--- src/rtl/sfa_pkg.sv ---
`timescale 1ns/1ps
package sfa_pkg;
   // lowest offset encoding width for a byte of the given size
   function automatic int ofs_bits(input int byte_w);
      return (byte_w <= 2) ? 1 : $clog2(byte_w);
   endfunction
endpackage

--- src/rtl/sfa_window.sv ---
`timescale 1ns/1ps
// Bit window: current input byte plus the history needed for the long marker.
module sfa_window #(
   parameter int BYTE_W = 8,
   parameter int WIN_W  = 39
) (
   input  logic              clk,
   input  logic              rst,
   input  logic              in_rev,
   input  logic [BYTE_W-1:0] din,
   output logic [WIN_W-1:0]  win
);
   localparam int HIST_W = WIN_W - BYTE_W;

   if (HIST_W <= BYTE_W) begin : g_bad_win
      $error("window must hold more than two bytes");
   end

   logic [BYTE_W-1:0] din_mir;
   logic [BYTE_W-1:0] cur;
   logic [HIST_W-1:0] hist_q;

   for (genvar b = 0; b < BYTE_W; b++) begin : g_mir
      assign din_mir[b] = din[BYTE_W-1-b];
   end

   assign cur = in_rev ? din_mir : din;

   always_ff @(posedge clk) begin
      if (rst) hist_q <= '0;
      else     hist_q <= {hist_q[HIST_W-BYTE_W-1:0], cur};
   end

   assign win = {hist_q, cur};
endmodule

--- src/rtl/sfa_matcher.sv ---
`timescale 1ns/1ps
// Parallel marker compare at every bit offset, lowest offset has priority.
module sfa_matcher #(
   parameter int              BYTE_W     = 8,
   parameter int              WIN_W      = 39,
   parameter int              OFS_W      = 3,
   parameter logic [BYTE_W-1:0] A1_CODE  = 8'hF6,
   parameter logic [BYTE_W-1:0] A2_CODE  = 8'h28,
   parameter bit              FORCE_LONG = 1'b0
) (
   input  logic [WIN_W-1:0] win,
   input  logic             long_sel,
   input  logic             pat_flip,
   output logic             any_hit,
   output logic [OFS_W-1:0] hit_ofs
);
   localparam int SHORT_W = 2 * BYTE_W;
   localparam int LONG_W  = 4 * BYTE_W;
   localparam logic [SHORT_W-1:0] BASE_S = {A1_CODE, A2_CODE};
   localparam logic [LONG_W-1:0]  BASE_L = {A1_CODE, A1_CODE, A2_CODE, A2_CODE};

   if (WIN_W != LONG_W + BYTE_W - 1) begin : g_bad_w
      $error("window width does not match the long marker");
   end

   logic [SHORT_W-1:0] mir_s, pat_s;
   logic [LONG_W-1:0]  mir_l, pat_l;
   logic [BYTE_W-1:0]  hit_s, hit_l, hits;
   logic               use_long;

   for (genvar b = 0; b < SHORT_W; b++) begin : g_mir_s
      assign mir_s[b] = BASE_S[SHORT_W-1-b];
   end
   for (genvar b = 0; b < LONG_W; b++) begin : g_mir_l
      assign mir_l[b] = BASE_L[LONG_W-1-b];
   end

   assign pat_s = pat_flip ? mir_s : BASE_S;
   assign pat_l = pat_flip ? mir_l : BASE_L;

   if (FORCE_LONG) begin : g_fixed_long
      assign use_long = long_sel | 1'b1;
   end else begin : g_sel_len
      assign use_long = long_sel;
   end

   for (genvar k = 0; k < BYTE_W; k++) begin : g_cmp
      assign hit_s[k] = (win[k +: SHORT_W] == pat_s);
      assign hit_l[k] = (win[k +: LONG_W]  == pat_l);
   end

   assign hits    = use_long ? hit_l : hit_s;
   assign any_hit = |hits;

   always_comb begin
      hit_ofs = '0;
      for (int i = BYTE_W - 1; i >= 0; i--) begin
         if (hits[i]) hit_ofs = OFS_W'(i);
      end
   end
endmodule

--- src/rtl/sfa_lock.sv ---
`timescale 1ns/1ps
// Offset register, sync state and the output byte slicer.
module sfa_lock #(
   parameter int BYTE_W = 8,
   parameter int OFS_W  = 3
) (
   input  logic              clk,
   input  logic              rst,
   input  logic              align_en,
   input  logic              any_hit,
   input  logic [OFS_W-1:0]  hit_ofs,
   input  logic              out_rev,
   input  logic [2*BYTE_W-2:0] tail,
   output logic [OFS_W-1:0]  lock_ofs,
   output logic              sync_ok,
   output logic [BYTE_W-1:0] dout
);
   logic              take;
   logic [OFS_W-1:0]  ofs_n, ofs_q;
   logic              sync_q;
   logic [BYTE_W-1:0] slice, slice_mir, dout_q;

   assign take  = align_en & any_hit;
   assign ofs_n = take ? hit_ofs : ofs_q;
   assign slice = tail[ofs_n +: BYTE_W];

   for (genvar b = 0; b < BYTE_W; b++) begin : g_mir
      assign slice_mir[b] = slice[BYTE_W-1-b];
   end

   always_ff @(posedge clk) begin
      if (rst) begin
         ofs_q  <= '0;
         sync_q <= 1'b0;
         dout_q <= '0;
      end else begin
         ofs_q  <= ofs_n;
         sync_q <= sync_q | take;
         dout_q <= out_rev ? slice_mir : slice;
      end
   end

   assign lock_ofs = ofs_q;
   assign sync_ok  = sync_q;
   assign dout     = dout_q;
endmodule

--- src/rtl/sdh_frame_aligner.sv ---
`timescale 1ns/1ps
module sdh_frame_aligner #(
   parameter int                BYTE_W     = 8,
   parameter logic [BYTE_W-1:0] A1_CODE    = 8'hF6,
   parameter logic [BYTE_W-1:0] A2_CODE    = 8'h28,
   parameter bit                FORCE_LONG = 1'b0
) (
   input  logic        clk,
   input  logic        rst,
   input  logic        align_en,
   input  logic        long_sel,
   input  logic        pat_flip,
   input  logic        in_rev,
   input  logic        out_rev,
   input  logic [7:0]  din,
   output logic [7:0]  dout,
   output logic        sync_ok,
   output logic [2:0]  lock_ofs
);
   localparam int OFS_W = sfa_pkg::ofs_bits(BYTE_W);
   localparam int WIN_W = 5 * BYTE_W - 1;

   if (BYTE_W != 8) begin : g_bad_byte
      $error("port widths assume an 8-bit byte");
   end
   if (A1_CODE == A2_CODE) begin : g_bad_codes
      $error("A1 and A2 codes must differ");
   end

   logic [WIN_W-1:0] win;
   logic             any_hit;
   logic [OFS_W-1:0] hit_ofs;

   sfa_window #(.BYTE_W(BYTE_W), .WIN_W(WIN_W)) u_window (
      .clk(clk), .rst(rst), .in_rev(in_rev), .din(din), .win(win)
   );

   sfa_matcher #(
      .BYTE_W(BYTE_W), .WIN_W(WIN_W), .OFS_W(OFS_W),
      .A1_CODE(A1_CODE), .A2_CODE(A2_CODE), .FORCE_LONG(FORCE_LONG)
   ) u_matcher (
      .win(win), .long_sel(long_sel), .pat_flip(pat_flip),
      .any_hit(any_hit), .hit_ofs(hit_ofs)
   );

   sfa_lock #(.BYTE_W(BYTE_W), .OFS_W(OFS_W)) u_lock (
      .clk(clk), .rst(rst), .align_en(align_en), .any_hit(any_hit),
      .hit_ofs(hit_ofs), .out_rev(out_rev), .tail(win[2*BYTE_W-2:0]),
      .lock_ofs(lock_ofs), .sync_ok(sync_ok), .dout(dout)
   );
endmodule

--- config.mk ---
export PLATFORM = sky130hd
export DESIGN_NAME = sdh_frame_aligner
export DESIGN_NICKNAME = d
export VERILOG_FILES = /design/src/rtl/sfa_pkg.sv /design/src/rtl/sfa_window.sv /design/src/rtl/sfa_matcher.sv /design/src/rtl/sfa_lock.sv /design/src/rtl/sdh_frame_aligner.sv
export SDC_FILE = /design/constraint.sdc
export NUM_CORES = 1
export LEC_CHECK = 0
export BUFFER_PORTS_ARGS = -buffer_cell sky130_fd_sc_hd__buf_2
export CORE_MARGIN = 8
export CORE_UTILIZATION = 57
export CTS_CLUSTER_SIZE = 10
export DETAILED_ROUTE_END_ITERATION = 8
export PLACE_DENSITY = 0.85
export SYNTH_ARGS = -nofsm -noshare
export SYNTH_HDL_FRONTEND = slang
export SYNTH_HIERARCHICAL = 1
export SYNTH_SLANG_ARGS = --single-unit
--- constraint.sdc ---
create_clock -name clk -period 9.1 [get_ports clk]
set_input_delay 2.73 -clock clk [delete_from_list [all_inputs] [get_ports clk]]
set_output_delay 2.73 -clock clk [all_outputs]
set_load 0.01 [all_outputs]
After elaboration in Yosys (flattened, before gate mapping)
Cells that the tools add are included.

operators by class
  add/sub/neg operators = 0
  multiply operators = 0
  div/mod/pow operators = 0
  order comparisons = 0
  equal/unequal tests = 16
  shifts and indexed selects = 1
  mux-type cells = 14
  bitwise gates (word level) = 2
  reductions and logical operators = 1

operators with widths
  operator                                               count
  32-bit equality test                                   8
  16-bit equality test                                   8
  32-bit 2-to-1 mux                                      1
  3-bit 2-to-1 mux                                       9
  8-bit 2-to-1 mux                                       3
  16-bit 2-to-1 mux                                      1
  15-bit by 4-bit indexed part select with 8-bit output  1
  8-bit OR reduction                                     1
  1-bit bitwise AND                                      1
  1-bit bitwise OR                                       1

word-level totals
  register bits after elaboration = 43
  latch bits = 0
  RAM bits = 0
  bits in read-only memories = 0
  input bits = 15
  output and inout bits = 12
  logic and storage cells = 38
  memories kept = 0

Depth between registers and ports, before layout
  word-level depth = 14
  gate-level depth with buffers = 16
  gate-level depth less buffers = 12

Modules after synthesis
The synthesis kept the hierarchy.

by module, submodules not included
  module       times used  cells an instance  area an instance (sq um)  sequential area each (sq um)
  sfa_matcher  1           233                1481.4                    0.0
  sfa_window   1           74                 1022.2                    620.6
  sfa_lock     1           118                1016.0                    240.2

Worst setup path after synthesis
No wires, ideal clock.

  path kind = input to register
  start = in in_rev
  end = reg u_lock.dout_q[3] (netlist: u_lock/dout[3])
  setup time = 0.133 ns
  arrival time = 5.601 ns
  data required time = 8.967 ns
  slack = 3.366 ns
  stages = 14
  path buffers = 2
  cell sequence = buf_6 -> mux2_4 -> or3_1 -> o32a_1 -> or4_1 -> a21oi_2 -> a31oi_1 -> nand4_1 -> buf_4 -> and3_4 -> nor2_8 -> mux2_4 -> o2111ai_2 -> o22ai_1

on the way
  elaborated cells between the ends (all ways) = 31
  classes of those cells = 16 x eq/ne; 1 x shift; 12 x mux; 1 x bitwise; 1 x reduce/logical

RTL lines
  item                                                                 line                                  source
  start: declaration                                                   sdh_frame_aligner.sv:13               input logic in_rev,
  8-bit 2-to-1 mux (*)                                                 sfa_window.sv:27                      assign cur = in_rev ? din_mir : din;
  via win[2]                                                           sdh_frame_aligner.sv:30               logic [WIN_W-1:0] win;
  32-bit equality test / 16-bit equality test (equally long branches)  sfa_matcher.sv:49, sfa_matcher.sv:48
  8-bit 2-to-1 mux (*)                                                 sfa_matcher.sv:52                     assign hits = use_long ? hit_l : hit_s;
  8-bit OR reduction (*)                                               sfa_matcher.sv:53                     assign any_hit = |hits;
  via any_hit                                                          sdh_frame_aligner.sv:31               logic any_hit;
  1-bit bitwise AND (*)                                                sfa_lock.sv:23                        assign take = align_en & any_hit;
  3-bit 2-to-1 mux (*)                                                 sfa_lock.sv:24                        assign ofs_n = take ? hit_ofs : ofs_q;
  15-bit by 4-bit indexed part select with 8-bit output (*)            sfa_lock.sv:25                        assign slice = tail[ofs_n +: BYTE_W];
  8-bit 2-to-1 mux (*)                                                 sfa_lock.sv:39                        dout_q <= out_rev ? slice_mir : slice;
  end signal: assignment                                               sfa_lock.sv:39
  end: declaration                                                     sfa_lock.sv:21                        logic [BYTE_W-1:0] slice, slice_mir, dout_q;

Mark *: on every way through the listed nets, which the timed path passes. The rest lies on a longest branch.
A chain may end at the register's enable or synchronous reset.

Worst setup path in the final report
  start = in pat_flip
  end = reg u_lock.dout_q[2] (netlist: u_lock/dout[2])

on the way
  elaborated cells between the ends (all ways) = 32
  classes of those cells = 16 x eq/ne; 1 x shift; 13 x mux; 1 x bitwise; 1 x reduce/logical

RTL lines
  item                                                                 line                                  source
  start: declaration                                                   sdh_frame_aligner.sv:12               input logic pat_flip,
  32-bit 2-to-1 mux / 16-bit 2-to-1 mux (equally long branches)        sfa_matcher.sv:39, sfa_matcher.sv:38
  32-bit equality test / 16-bit equality test (equally long branches)  sfa_matcher.sv:49, sfa_matcher.sv:48
  8-bit 2-to-1 mux (*)                                                 sfa_matcher.sv:52
  8-bit OR reduction (*)                                               sfa_matcher.sv:53
  via any_hit                                                          sdh_frame_aligner.sv:31
  1-bit bitwise AND (*)                                                sfa_lock.sv:23
  3-bit 2-to-1 mux (*)                                                 sfa_lock.sv:24
  15-bit by 4-bit indexed part select with 8-bit output (*)            sfa_lock.sv:25
  8-bit 2-to-1 mux (*)                                                 sfa_lock.sv:39

Marks and branches as above.

==> metrics.yaml <==
critical_path:
  critPathMaxStageDelay_ns: 0.66
  path_buf_inv: 1
  arrival_ns: 6.44
  start_kind: "input pin"
  crit_path_top_delay_cell: "buf_2"
  cp-end-kind: "flip-flop"
  crit_fanout: 55
  cpLargestDelayFamily: "simple AND/OR/NAND/NOR gates"
  path_cells: "buf_2 > nand2b_1 > or4_1 > a2111oi_0 > a31o_2 > a31oi_1 > nand4_1 > and3_4 > nor2_8 > mux2_4 > o2111ai_2 > o22ai_1"
  crit_type: "in -> reg"
  crit_required_ns: 9.28
die:
  start_util_pct: 59.10
  rows: 28
  die_x_um: 94.58
  ios: 27
  core-area_um2: 5956
  die_y_um: 94.58
  die-area_um2: 8945
global_route:
  grt_max_degree: 56
  antenna_found_initial: 0
  grt_overflow: 0
  grt_pass1_wl_um: 16470
  grt_pass1_vias: 3304
  track_usage_pct: 22.52
drt:
  routed_via_density: 7.273
  wl_met2_um: 4508
  drt_pass1_iterations: 6
  drt_iter0_markers: 756
  route.detailed.drc: 0
  routedWlPerCell_um: 19.88
  wl_met3_um: 967
  routed_wirelength_um: 9902
  met1_length_um: 4120
  top_layer: "met4"
  via_count: 3622
  drtAntennaViolNets: 0
yosys:
  ys.warnings.count: 6
  synth_cell_types: 70
  synth_area_um2: 3520
  syn_avg_cell_area_um2: 8.281
  async_flop_share_pct: 0
  synth-seq-cells: 43
  synth_edf_count: 0
  synth_nets: 440
  ys_seq_area_share_pct: 24.46
  synth_flop_cell: "dfxtp_1"
  synthesis.instances: 425
clock_tree:
  clock_path_buffers: 2
  ctsHoldBuffers: 0
  cts-root-buf: "clkbuf_8"
  insertion_delay_ns: 0.30
  htree_levels: 2
  cts_setup_buffers: 0
  cts.sinks: 43
  cts_made_buffers: 5
  cts_tree: "done"
  ctsResizeCount: 0
  path_clk_slew_ns: 0.09
sta:
  fmax_mhz: 159.7
  fin_crit_sh_pct: 68.81
  tns_ns: 0
  period_minus_slack_ns: 6.262
  slew_viol_final: 0
  setup_viol_count_final: 0
  finalHoldViolCount: 0
  tightestPinTransition_ns: 0.9276
  grt_setup_unrepaired: "false"
  slew_headroom_pct: 38.16
  fin_skew_ns: 0.008813
placed_design:
  placement.cell_area_um2: 3537
  post-dp-hpwl_um: 6891
  gp_congestion: 0.9873
  port_buffers: 26
final_layout:
  finish.utilization_pct: 61.05
  postLayoutCellArea_um2: 3636
  diodes: 0
  final_cell_mix: "nand3_1, dfxtp_1, nand2_1, buf_2, nor2b_1"
  drive_gt1_share_pct: 18.68
  multi_input_area_um2: 2434
  fill_cells: 539
  regArea_um2: 860.8
  final_nets: 437
  area_delta_synth_final_pct: 3.306
run_status:
  status: "completed"
power_and_ir_drop:
  power_leakage_nw: 1.258
  p_per_area_nw_per_um2: 117.8
  peakVddDrop_mv: 0.08188
flow_run:
  maxCapViolations: 0
min_path:
  worstHoldPathType: "reg -> reg"
[final cells by class]
cell class              instances  area share (%)
repair buffers                 26           3.579
clock buffers                   6           2.271
multi-input cells             341           66.93
well taps                      75           2.581
clock inverters                 2          0.4473
flip-flops and latches         43           23.68
inverters                       5          0.5162
[synth_stat cells (4+ instances only)]
cell type / number / area (um2)
a21oi_1: 7 / 35.03
a31oi_1: 5 / 31.28
nand2b_1: 8 / 50.05
o21ai_0: 10 / 50.05
o22ai_1: 15 / 93.84
or4b_1: 4 / 40.04
or3_1: 6 / 37.54
clkbuf_1: 18 / 67.56
nand4_1: 10 / 62.56
nor3_1: 18 / 90.09
nor3b_1: 5 / 37.54
nand3_1: 43 / 215.2
nor2b_1: 25 / 156.4
dfxtp_1: 43 / 860.8
nand4b_1: 8 / 70.07
nor4b_1: 8 / 70.07
o2111ai_2: 7 / 105.1
nor2b_4: 8 / 110.1
and4_1: 4 / 35.03
or4_1: 8 / 60.06
buf_6: 7 / 78.83
buf_2: 5 / 25.02
nand2_1: 31 / 116.4
nand3b_1: 6 / 45.04
mux2_4: 12 / 180.2
inv_1: 4 / 15.01
nor4bb_1: 5 / 50.05
nor4_1: 10 / 62.56
nor2_1: 16 / 60.06
o21ai_1: 8 / 40.04
[layer usage]
layer	up-vias	GRT usage, %
met5	-	0
met4	0	8.843
met3	42	4.683
met2	264	34.47
met1	1689	30.16
li1	1627	-
[metrics by stage]
step	total power, mW	setup slack, ns	instances	hold WS (ns)
after floorplan	0.2750	3.366	425	0.4361
after global placement	0.2926	2.908	490	0.4500
after detailed placement	0.2956	2.687	490	0.5002
after CTS	0.4270	2.972	498	0.5147
after global routing	0.4460	2.678	498	0.5516
final	0.4284	2.838	498	0.5144
[worst min-delay path: cells and delay by family, from the launching register on]
kind / cells / cell delay [ns]
flops: 1 / 0.32
simple gates: 2 / 0.15
[where the power goes]
part	total, mW	leakage, nW	internal, mW	switching (mW)
combinational	0.0763	0.858	0.0353	0.0410
clock	0.134	0.0474	0.0620	0.0718
sequential	0.218	0.353	0.197	0.0217
total	0.428	1.26	0.294	0.135
[logic make-up (layout without fill, tap and decap cells)]
family	Yosys count	count (layout)	synth area share (%)
DFF	43	43	24.46
xor gates and xnor gates	3	3	0.7467
muxes	13	13	5.403
and+or+nand+nor	243	243	44.01
AOI/OAI and AO/OA	82	82	18.98
buffers and inverters	41	39	6.398
[state kept, by name, indices dropped and copies added (netlist names)]
name             cells
u_lock/dout          8
u_lock/sync_ok       1
u_window/hist_q     31
u_lock/lock_ofs      3
[path summary, 6_finish.rpt]
check                                      from                         to  slack, ns  depth (start not counted)
setup / recovery                       pat_flip  u_lock/dout[2]$_SDFF_PP0_       2.84                         12
hold / removal        u_lock/sync_ok$_SDFF_PP0_  u_lock/sync_ok$_SDFF_PP0_       0.51                          2
setup reg to reg  u_window/hist_q[5]$_SDFF_PP0_  u_lock/dout[2]$_SDFF_PP0_       5.39                         11
hold reg to reg       u_lock/sync_ok$_SDFF_PP0_  u_lock/sync_ok$_SDFF_PP0_       0.51                          2
No activity file was read; power rests on OpenSTA's default activity.
